<file path="config.mk">
export PLATFORM = sky130hd
export DESIGN_NAME = evt_latch_bank
export DESIGN_NICKNAME = d
export VERILOG_FILES = /design/src/rtl/evl_pkg.sv /design/src/rtl/evl_delta_detect.sv /design/src/rtl/evl_sticky_bank.sv /design/src/rtl/evl_reg_port.sv /design/src/rtl/evl_irq_merge.sv /design/src/rtl/evt_latch_bank.sv
export SDC_FILE = /design/constraint.sdc
export NUM_CORES = 1
export LEC_CHECK = 0
export ABC_AREA = 1
export BUFFER_PORTS_ARGS = -buffer_cell sky130_fd_sc_hd__buf_4
export CAP_MARGIN = 20
export CORE_MARGIN = 5
export CORE_UTILIZATION = 44
export CTS_CLUSTER_DIAMETER = 30
export DETAILED_ROUTE_END_ITERATION = 8
export PLACE_DENSITY = 0.67
export SYNTH_ARGS = -nofsm -noshare
export SYNTH_HDL_FRONTEND = slang
export SYNTH_SLANG_ARGS = --single-unit
</file>
<file path="constraint.sdc">
create_clock -name clk -period 1.42 [get_ports clk]
set_input_delay 0.071 -clock clk [delete_from_list [all_inputs] [get_ports clk]]
set_output_delay 0.071 -clock clk [all_outputs]
set_load 0.005 [all_outputs]
</file>
<file path="src/rtl/evl_pkg.sv">
package evl_pkg;
  localparam int ADR_DELTA = 0;
  localparam int ADR_ERR   = 1;
  localparam int ADR_DMASK = 2;
  localparam int ADR_EMASK = 3;
endpackage

</file>
<file path="src/rtl/evl_delta_detect.sv">
module evl_delta_detect #(
  parameter int W = 6
) (
  input  logic         clk,
  input  logic         rst,
  input  logic [W-1:0] stat,
  output logic [W-1:0] hit
);
  logic [W-1:0] prev_q;

  always_ff @(posedge clk) begin
    prev_q <= stat;
  end

  always_comb begin
    hit = rst ? '0 : (stat ^ prev_q);
  end
endmodule

</file>
<file path="src/rtl/evl_sticky_bank.sv">
module evl_sticky_bank #(
  parameter int W = 6
) (
  input  logic         clk,
  input  logic         rst,
  input  logic [W-1:0] hit,
  input  logic [W-1:0] clr,
  output logic [W-1:0] q
);
  for (genvar i = 0; i < W; i++) begin : g_bit
    always_ff @(posedge clk) begin
      if (rst) q[i] <= 1'b0;
      else     q[i] <= (q[i] & ~clr[i]) | hit[i];
    end

    AST_SET_WINS: assert property (@(posedge clk) disable iff (rst)
      hit[i] |=> q[i]);
    AST_BIT_HOLDS: assert property (@(posedge clk) disable iff (rst)
      (q[i] && !clr[i]) |=> q[i]);
    AST_BIT_CLEARS: assert property (@(posedge clk) disable iff (rst)
      (clr[i] && !hit[i]) |=> !q[i]);
  end
endmodule

</file>
<file path="src/rtl/evl_reg_port.sv">
module evl_reg_port
  import evl_pkg::*;
#(
  parameter int NCH = 6,
  parameter int DW  = 8,
  parameter int AW  = 3
) (
  input  logic           clk,
  input  logic           rst,
  input  logic           clr_on_rd,
  input  logic [AW-1:0]  addr,
  input  logic           wr,
  input  logic           rd,
  input  logic [DW-1:0]  wdata,
  input  logic [NCH-1:0] dlt_q,
  input  logic [NCH-1:0] err_q,
  output logic [NCH-1:0] dlt_clr,
  output logic [NCH-1:0] err_clr,
  output logic [NCH-1:0] dmask,
  output logic [NCH-1:0] emask,
  output logic [DW-1:0]  rdata
);
  logic sel_d, sel_e, sel_dm, sel_em;
  logic [DW-1:0] rd_mux;

  always_comb begin
    sel_d  = (addr == AW'(ADR_DELTA));
    sel_e  = (addr == AW'(ADR_ERR));
    sel_dm = (addr == AW'(ADR_DMASK));
    sel_em = (addr == AW'(ADR_EMASK));
  end

  always_comb begin
    if (clr_on_rd) begin
      dlt_clr = {NCH{rd & sel_d}};
      err_clr = {NCH{rd & sel_e}};
    end else begin
      dlt_clr = (wr & sel_d) ? wdata[NCH-1:0] : '0;
      err_clr = (wr & sel_e) ? wdata[NCH-1:0] : '0;
    end
  end

  always_ff @(posedge clk) begin
    if (rst) begin
      dmask <= '0;
      emask <= '0;
    end else begin
      if (wr && sel_dm) dmask <= wdata[NCH-1:0];
      if (wr && sel_em) emask <= wdata[NCH-1:0];
    end
  end

  always_comb begin
    rd_mux = '0;
    if (sel_d)  rd_mux[NCH-1:0] = dlt_q;
    if (sel_e)  rd_mux[NCH-1:0] = err_q;
    if (sel_dm) rd_mux[NCH-1:0] = dmask;
    if (sel_em) rd_mux[NCH-1:0] = emask;
  end

  always_ff @(posedge clk) begin
    if (rst)     rdata <= '0;
    else if (rd) rdata <= rd_mux;
  end

  AST_RDATA_STABLE: assert property (@(posedge clk) disable iff (rst)
    !rd |=> $stable(rdata));
  AST_MASK_KEPT: assert property (@(posedge clk) disable iff (rst)
    !wr |=> ($stable(dmask) && $stable(emask)));
endmodule

</file>
<file path="src/rtl/evl_irq_merge.sv">
module evl_irq_merge #(
  parameter int NCH = 6
) (
  input  logic           clk,
  input  logic           rst,
  input  logic [NCH-1:0] dlt_q,
  input  logic [NCH-1:0] err_q,
  input  logic [NCH-1:0] dmask,
  input  logic [NCH-1:0] emask,
  output logic           irq
);
  logic pend;

  always_comb begin
    pend = |(dlt_q & ~dmask) | |(err_q & ~emask);
  end

  always_ff @(posedge clk) begin
    if (rst) irq <= 1'b0;
    else     irq <= pend;
  end

  AST_IRQ_QUIET: assert property (@(posedge clk) disable iff (rst)
    ((dlt_q & ~dmask) == '0 && (err_q & ~emask) == '0) |=> !irq);
  AST_IRQ_RAISED: assert property (@(posedge clk) disable iff (rst)
    ((dlt_q & ~dmask) != '0) |=> irq);
endmodule

</file>
<file path="src/rtl/evt_latch_bank.sv">
module evt_latch_bank
  import evl_pkg::*;
#(
  parameter int NCH = 6,
  parameter int DW  = 8,
  parameter int AW  = 3
) (
  input  logic           clk,
  input  logic           rst,
  input  logic           clr_on_rd,
  input  logic [NCH-1:0] stat_in,
  input  logic [NCH-1:0] err_in,
  input  logic [AW-1:0]  reg_addr,
  input  logic           reg_wr,
  input  logic           reg_rd,
  input  logic [DW-1:0]  reg_wdata,
  output logic [DW-1:0]  reg_rdata,
  output logic           irq
);
  logic [NCH-1:0] dlt_hit, err_hit;
  logic [NCH-1:0] dlt_clr, err_clr;
  logic [NCH-1:0] dlt_q, err_q;
  logic [NCH-1:0] dmask, emask;

  always_comb begin
    err_hit = rst ? '0 : err_in;
  end

  evl_delta_detect #(.W(NCH)) u_delta (
    .clk(clk), .rst(rst), .stat(stat_in), .hit(dlt_hit)
  );

  evl_sticky_bank #(.W(NCH)) u_dlt_bank (
    .clk(clk), .rst(rst), .hit(dlt_hit), .clr(dlt_clr), .q(dlt_q)
  );

  evl_sticky_bank #(.W(NCH)) u_err_bank (
    .clk(clk), .rst(rst), .hit(err_hit), .clr(err_clr), .q(err_q)
  );

  evl_reg_port #(.NCH(NCH), .DW(DW), .AW(AW)) u_port (
    .clk(clk), .rst(rst), .clr_on_rd(clr_on_rd),
    .addr(reg_addr), .wr(reg_wr), .rd(reg_rd), .wdata(reg_wdata),
    .dlt_q(dlt_q), .err_q(err_q),
    .dlt_clr(dlt_clr), .err_clr(err_clr),
    .dmask(dmask), .emask(emask), .rdata(reg_rdata)
  );

  evl_irq_merge #(.NCH(NCH)) u_irq (
    .clk(clk), .rst(rst), .dlt_q(dlt_q), .err_q(err_q),
    .dmask(dmask), .emask(emask), .irq(irq)
  );

  AST_COR_IGNORES_WR: assert property (@(posedge clk) disable iff (rst)
    (clr_on_rd && reg_wr && !reg_rd && reg_addr == AW'(ADR_DELTA))
      |=> (dlt_q == ($past(dlt_q) | $past(dlt_hit))));
  AST_W1C_IGNORES_RD: assert property (@(posedge clk) disable iff (rst)
    (!clr_on_rd && reg_rd && !reg_wr)
      |=> (err_q == ($past(err_q) | $past(err_hit))));
  AST_COR_READ_EMPTIES: assert property (@(posedge clk) disable iff (rst)
    (clr_on_rd && reg_rd && reg_addr == AW'(ADR_ERR) && err_hit == '0)
      |=> (err_q == '0));
endmodule

</file>
==> results of run 1 <==
synthesized netlist by cell type (all sizes together):
cell type / n
nor2: 79
nand2: 40
dfxtp: 37
o21ai: 26
nand3: 23
inv: 18
a21oi: 6
xor2: 6
buf: 5
clkbuf: 3
clkinv: 1
conb: 1
nand3b: 1
nor3: 1
cells by family after synthesis:
| group | count (synthesis) |
|---|---|
| buffers and inverters | 27 |
| and+or+nand+nor | 144 |
| AOI/OAI and AO/OA | 32 |
| xor gates and xnor gates | 6 |
| DFF | 37 |
| other | 1 |
state kept, by name, summed over array words and instances (netlist names):
name,count
u_err_bank.q,6
u_delta.prev_q,6
u_irq.irq,1
u_port.dmask,6
u_port.emask,6
u_port.rdata,6
u_dlt_bank.q,6
critical path, cell delays in order, from the launching register on:
cell     delay (ns)
dfxtp_1        0.35
inv_1          0.05
nand2_1        0.04
o21ai_0        0.07
nor2_1         0.11
nand2_1        0.05
nor2_1         0.11
nor2_1         0.05
worst paths after layout:
kind	cells past startpoint	from	to	slack, ns
worst max-delay path	7	u_port.dmask[3]	u_irq.irq	0.48
worst min-delay path	3	err_in[2]	u_err_bank.q[2]	0.009
worst max register to register	7	u_port.dmask[3]	u_irq.irq	0.48
worst min register to register	2	u_port.emask[2]	u_port.emask[2]	0.48
per-stage QoR:
stage,cells,setup WS [ns],power (mW),util
final,342,0.484,2.16,0.584
after global routing,342,0.356,2.28,0.584
after CTS,341,0.467,2.18,0.581
after detailed placement,323,0.322,1.47,0.532
after global placement,323,0.337,1.47,0.532
after floorplan,248,0.585,1.34,-
power groups by stage:
| stage | Combinational [mW] | Clock [mW] | Sequential [mW] |
|---|---|---|---|
| 2_1_floorplan | 0.189 | 0 | 1.15 |
| 3_3_place_gp | 0.305 | 0 | 1.16 |
| 3_5_place_dp | 0.310 | 0 | 1.16 |
| 4_1_cts | 0.333 | 0.713 | 1.14 |
| 5_1_grt | 0.378 | 0.758 | 1.15 |
| 6_report | 0.332 | 0.692 | 1.14 |
layout make-up:
cell class	instances	area, µm²
Clock inverter	2	10.0
Fill cell	384	1540
Sequential cell	37	741
Tap cell	48	60.1
Clock buffer	6	72.6
Multi-Input combinational cell	184	821
Inverter	19	76.3
Timing Repair Buffer	46	373
cells in the final DEF (no fill, tap or decap), types with 2 or more instances in the layout:
cell type,instances
a21oi_1,6
buf_4,35
clkbuf_8,5
clkinv_2,2
conb_1,2
dfxtp_1,37
dlygate4sd3_1,11
inv_1,17
nand2_1,39
nand3_1,23
nor2_1,78
o21ai_0,22
o21ai_1,4
xor2_1,6
routing by layer:
layer,wire (µm),track usage,vias up,share of wire
li1,-,-,861,-
met1,1770,0.191,654,0.48
met2,1700,0.246,33,0.46
met3,179,0.0533,5,0.048
met4,61,0.0564,0,0.016
met5,0,0,-,0
==> impl_metrics.toml, run 1 <==
[outcome]
status = "finished clean"

[synth]
synth_top_area_cell = "dfxtp_1"
yosysUniqueCellTypes = 20
yosys.area_share.simple = 0.357
yosysWarnings = 0
ys_ff_latch = 37
synth-adder-area-share = 0
syn_area_um2 = 1680
yosys-top-cells-area = "dfxtp_1 (44%), nor2_1 (17%), nand2_1 (8.7%)"
avgSynthCellArea_um2 = 6.82
syn_inst = 247
synth_xor_area_frac = 0.0312
synth_top_family_by_area = "simple AND/OR/NAND/NOR gates"
synth_compound_area_frac = 0.0951
synth_seq_area_share = 0.440
synth_mux_area_frac = 0
synth.top_cell.area_share = 0.440

[clock_tree]
clock_latency_ns = 0.29
htree_levels = 2
clock_path_buffers = 2
clk_pin_slew_worst_paths_ns = 0.07
numCtsBuffers = 5
hold_buffers = 10
root_buffer = "clkbuf_8"
cts_setup_buffers = 0
post_cts_resized = 0
cts_sinks = 37
cts_tree = "done"

[detailed_routing]
via_per_inst = 4.54
routedWlPerCell_um = 10.8
first_iter_violations = 43
route.detailed.drc = 0
antenna_left = 0
vias = 1553
drtPass1Iterations = 4
wirelength_um = 3710

[power]
sequentialPowerShare = 0.526
p_sw_uw = 559
p_int_mw = 1.60
power_frac_clock = 0.320
power.density_nw_per_um2 = 1000
combPwrFrac = 0.154
p_leak_nw = 0.978
p_sw_frac = 0.258
ir_worst_vdd_v = 0.000632

[sta]
fin_crit_ns = 0.936
holdWs_ns = 0.00908
fin_skew_ns = 0.00572
tns_ns = 0
timing.final.hold_violations = 0
maxSlewViolCount = 0
max_clock_freq_mhz = 1070
rsz0062_at_grt = "false"
timing.final.crit_share = 0.659
setup_viol = 0

[die]
fp.dieH_um = 71.9
die_area_um2 = 5160
fp-row-count = 22
chipWidth_um = 71.9
core_um2 = 3690
initial_utilization = 0.457
ios = 37

[run]
drv_cap = 0

[global_routing]
grt_pass1_vias = 1408
grt_max_degree = 19
grt_overflow_total = 0
grt_usage = 0.154
grt_pass1_wl_um = 6200
antenna_found_initial = 0

[final_layout]
layout.nets = 321
finalInstanceArea_um2 = 2150
antenna_cells = 0
syn_to_final_growth_pct = 27.9
drive_above_1_share = 0.160

[placed_design]
portBuffers = 32
place.gp.congestion = 0.789
hpwl_um = 2860
dpl_cell_area_um2 = 1960

[min_path]
hp-class = "in2reg"

[worst_setup_path]
critPathLaunchType = "flop"
cp.required_ns = 1.60
worstSetupPathType = "reg2reg"
end_kind = "flop"
cp_max_fo = 3
cp.arrival_ns = 1.12
No activity file was read; power rests on OpenSTA's default activity.
==> inputs of run 2 (changes only) <==
PLACE_DENSITY = 0.69   (was 0.67)
clock period = 0.82 ns   (was 1.42 ns; I/O delays follow)
==> impl_metrics.toml, run 2 (synthesis gave the netlist of run 1 again) <==
[detailed_routing]
drtPass1Iterations = 4
first_iter_violations = 80
route.detailed.drc = 0
vias = 1663
routedWlPerCell_um = 11.7
via_per_inst = 4.67
wirelength_um = 4160
antenna_left = 0

[global_routing]
use_met1 = 0.216
met2_usage = 0.264
grt_pass1_wl_um = 6780
grt_pass1_vias = 1516
grt_usage = 0.165
antenna_found_initial = 0
grt_busiest_layer = "met2"
grt_use_met3 = 0.0491
grt_max_degree = 19
grt_overflow_total = 0

[die]
core_um2 = 3690
chipWidth_um = 71.9
fp-row-count = 22
initial_utilization = 0.457
die_area_um2 = 5160
ios = 37
fp.dieH_um = 71.9

[worst_setup_path]
cp_max_fo = 3
cp.arrival_ns = 1.08
cp.required_ns = 0.99
critPathLaunchType = "flop"
end_kind = "flop"
worstSetupPathType = "reg2reg"

[sta]
timing.final.crit_share = 1.11
rsz0062_at_grt = "true"
max_clock_freq_mhz = 1100
fin_skew_ns = 0.00331
setup_ws_ns = -0.0892
setup_viol = 2
maxSlewViolCount = 0
holdWs_ns = 0.0233
fin_crit_ns = 0.909
timing.final.hold_violations = 0

[outcome]
status = "finished with violations"
violations = "setup timing"

[final_layout]
antenna_cells = 0
syn_to_final_growth_pct = 44.4
drive_above_1_share = 0.328
fin_util = 0.659
multi_input_area_um2 = 910
finalInstanceArea_um2 = 2430
layout_common_cells = "nor2_1 (76), buf_4 (43), nand2_1 (31)"
regArea_um2 = 759
layout_commonest_cell = "nor2_1"
layout.nets = 335
num-fill-cells = 338

[clock_tree]
cts_setup_buffers = 0
clk_pin_slew_worst_paths_ns = 0.07
clock_latency_ns = 0.28
cts_sinks = 37
clock_path_buffers = 2
root_buffer = "clkbuf_8"
cts_tree = "done"
htree_levels = 2
numCtsBuffers = 5

[power]
ir_worst_vdd_v = 0.00138
p_sw_frac = 0.239
p_sw_mw = 1.02
p_total_mw = 4.28
sequentialPowerShare = 0.464
power.density_nw_per_um2 = 1760
p_int_mw = 3.25
p_leak_nw = 1.14
power_frac_clock = 0.375
combPwrFrac = 0.161

[placed_design]
hpwl_um = 3020
portBuffers = 32
dpl_cell_area_um2 = 2090
place.gp.congestion = 0.842

[min_path]
hp-class = "in2reg"

[run]
drv_cap = 0
## run 2: changes by cell type in the layout (fill, tap and decap cells not counted), sizes merged
cell / change
bufinv: +1
buf: +13
clkinv: -2
clkbuf: +1
dlymetal6s4s: +1
## run 2: worst max-delay path, stage by stage (launching register included)
cell	delay, ns
dfxtp_1	0.35
nand2_2	0.09
nand2_2	0.06
nor2_2	0.10
nand2_1	0.06
nor2_1	0.09
nor2_1	0.05
## run 2: timing repair
| action | in CTS | in global routing |
|---|---|---|
| hold endpoints to repair | 12 | 0 |
| setup endpoints to repair | 5 | 13 |
| pin swaps | 7 | 29 |
| hold buffers | 12 | 0 |
| resized for setup | 14 | 38 |
## run 2: power by group through the flow
| stage | sequential, mW | combinational, mW | clock [mW] |
|---|---|---|---|
| final | 1.99 | 0.690 | 1.60 |
| after global routing | 2.00 | 0.772 | 1.75 |
| after CTS | 1.97 | 0.661 | 1.65 |
| after detailed placement | 2.01 | 0.600 | 0 |
| after global placement | 2.01 | 0.593 | 0 |
| after floorplan | 2.00 | 0.327 | 0 |
## run 2: per-stage QoR
stage	TNS [ns]	setup WS, ns	cells
floorplan	0	0.000766	248
global placement	-2.49	-0.142	338
detailed placement	-3.02	-0.167	338
CTS	-0.106	-0.0640	358
global route	-0.294	-0.129	356
finish	-0.0923	-0.0892	356
## run 2: path summary, 6_finish.rpt
path | cells past startpoint | end | slack, ns | start
min reg2reg | 2 | u_port.emask[3] | 0.46 | u_port.emask[3]
max reg2reg | 6 | u_irq.irq | -0.09 | u_err_bank.q[1]
min | 3 | u_port.dmask[5] | 0.02 | reg_wdata[5]
max | 6 | u_irq.irq | -0.09 | u_err_bank.q[1]
## run 2: cell type report
class                           instances  area share
Multi-Input combinational cell        184       0.374
Sequential cell                        37       0.312
Timing Repair Buffer                   60       0.210
Clock buffer                            7      0.0355
Inverter                               19      0.0314
Tap cell                               48      0.0247
Clock inverter                          1      0.0123
## run 2: per-layer routing
metal	wire (µm)	share of wire	vias to the layer above
met5	0	0	-
met2	2040	0.49	34
met1	1870	0.45	724
met4	49	0.012	0
met3	189	0.045	6
li1	-	-	899
==> inputs of run 3 (changes only) <==
BUFFER_PORTS_ARGS = default   (was -buffer_cell sky130_fd_sc_hd__buf_4)
CAP_MARGIN = default   (was 20)
DONT_BUFFER_PORTS = 1   (was default)
PLACE_DENSITY = default   (was 0.69)
==> impl_metrics.toml, run 3 (synthesis gave the netlist of run 1 again) <==
[outcome]
status = "finished with violations"
violations = "hold timing, setup timing"

[min_path]
holdPathEnd = "u_dlt_bank.q[4]"
min_path_cells = 1
hp-class = "in2reg"
min_from = "rst"

[power]
p_leak_nw = 0.921
p_sw_uw = 943
sequentialPowerShare = 0.540
combPwrFrac = 0.130
power.density_nw_per_um2 = 1780
power_frac_clock = 0.331
p_int_mw = 2.74
ir_worst_vdd_v = 0.00121
p_sw_frac = 0.256

[worst_setup_path]
reg2regPathDepth = 6
critPathLaunchType = "flop"
cp_max_fo = 3
end_kind = "flop"
cp.arrival_ns = 1.09
cp.required_ns = 1.01
regToRegEndpoint = "u_irq.irq"
worstSetupPathType = "reg2reg"
timing.rr.start = "u_port.emask[5]"
reg2reg_slack_ns = -0.09
worstSetupStartpoint = "u_port.emask[5]"

[sta]
max_clock_freq_mhz = 1100
timing.final.crit_share = 1.11
setup_viol = 2
fin_crit_ns = 0.907
rsz0062_at_grt = "true"
holdWs_ns = -0.189
maxSlewViolCount = 0
timing.final.hold_violations = 13
setup_ws_ns = -0.0868
fin_skew_ns = 0.00733

[final_layout]
finalInstanceArea_um2 = 2070
layout.nets = 298
drive_above_1_share = 0.177
layout_common_cells = "nor2_1 (74), nand2_1 (35), dfxtp_1 (26)"
syn_to_final_growth_pct = 22.8
antenna_cells = 0
fin_util = 0.561
fin_cells = 319
layout_commonest_cell = "nor2_1"

[detailed_routing]
antenna_left = 0
route.detailed.drc = 0
drtPass1Iterations = 4
vias = 1516
first_iter_violations = 56
wirelength_um = 4010
routedWlPerCell_um = 12.6
via_per_inst = 4.75

[global_routing]
grt_pass1_wl_um = 6830
antenna_found_initial = 0
grt_overflow_total = 0
grt_usage = 0.171
grt_pass1_vias = 1422
grt_max_degree = 18

[die]
ios = 37
core_um2 = 3690
die_area_um2 = 5160
initial_utilization = 0.457
fp-row-count = 22
chipWidth_um = 71.9
fp.dieH_um = 71.9

[clock_tree]
clock_latency_ns = 0.29
cts_tree = "done"
root_buffer = "clkbuf_8"
clock_path_buffers = 2
hold_buffers = 14
numCtsBuffers = 5
cts_sinks = 37
clk_pin_slew_worst_paths_ns = 0.07
htree_levels = 2

[placed_design]
dpl_cell_area_um2 = 1770
portBuffers = 0
hpwl_um = 2920
place_inst = 296
post-place-ws_ns = -0.105
place.gp.congestion = 0.814

[run]
drv_cap = 0
run 3: cell types whose count changed in the layout (fill, tap and decap cells not counted), moves of 4 or more:
cell | previous run | this run
buf_4 | 43 | 6
dfxtp_1 | 22 | 26
dfxtp_2 | 15 | 10
nand2_1 | 31 | 35
nand2_2 | 7 | 3
nand3_1 | 15 | 20
nand3_2 | 7 | 3
run 3: worst max path at each step:
stage	to	slack, ns
CTS	u_irq.irq	-0.11
finish	u_irq.irq	-0.09
floorplan	u_irq.irq	0.0008
global route	u_irq.irq	-0.18
global placement	u_irq.irq	-0.13
detailed placement	u_irq.irq	-0.10
run 3: critical path: stages (launching register included):
cell and delay, ns:
dfxtp_1 0.31, inv_1 0.06, nand2_1 0.05, nand2_1 0.04
nand3b_1 0.16, nor2_2 0.13, nor2_1 0.05
run 3: power groups by stage:
stage	sequential [mW]	combinational, mW	clock, mW
detailed placement	2.02	0.383	0
finish	1.99	0.477	1.22
global placement	2.02	0.377	0
floorplan	2.00	0.327	0
CTS	1.98	0.459	1.27
global route	2.00	0.555	1.35
run 3: per-layer routing:
layer / part of all wire / vias to the layer above / GRT usage
met3: 0.053 / 7 / 0.0575
met1: 0.48 / 664 / 0.229
met4: 0.014 / 0 / 0.0501
met5: 0 / - / 0
li1: - / 816 / -
met2: 0.46 / 29 / 0.259
run 3: area by class of cell:
type	count	area, µm²
timing repair buffer	23	230
clock buffer	8	80.1
tap	48	60.1
inverter	19	76.3
sequential	37	757
fill	377	1620
multi-input combinational	184	865
run 3: metrics by stage:
| stage | hold slack, ns | TNS [ns] | power [mW] |
|---|---|---|---|
| final | -0.189 | -0.0870 | 3.68 |
| after global routing | -0.205 | -0.285 | 3.90 |
| after CTS | -0.196 | -0.625 | 3.71 |
| after detailed placement | 0.0688 | -0.204 | 2.40 |
| after global placement | 0.0688 | -0.149 | 2.40 |
| after floorplan | 0.0687 | 0 | 2.32 |
run 3: repair_timing:
action                                  CTS  global route
hold endpoints to repair                 37            13
pin swaps                                 5            19
setup buffers                             0             2
resized for setup                         5            32
endpoints found under the setup margin    2            11
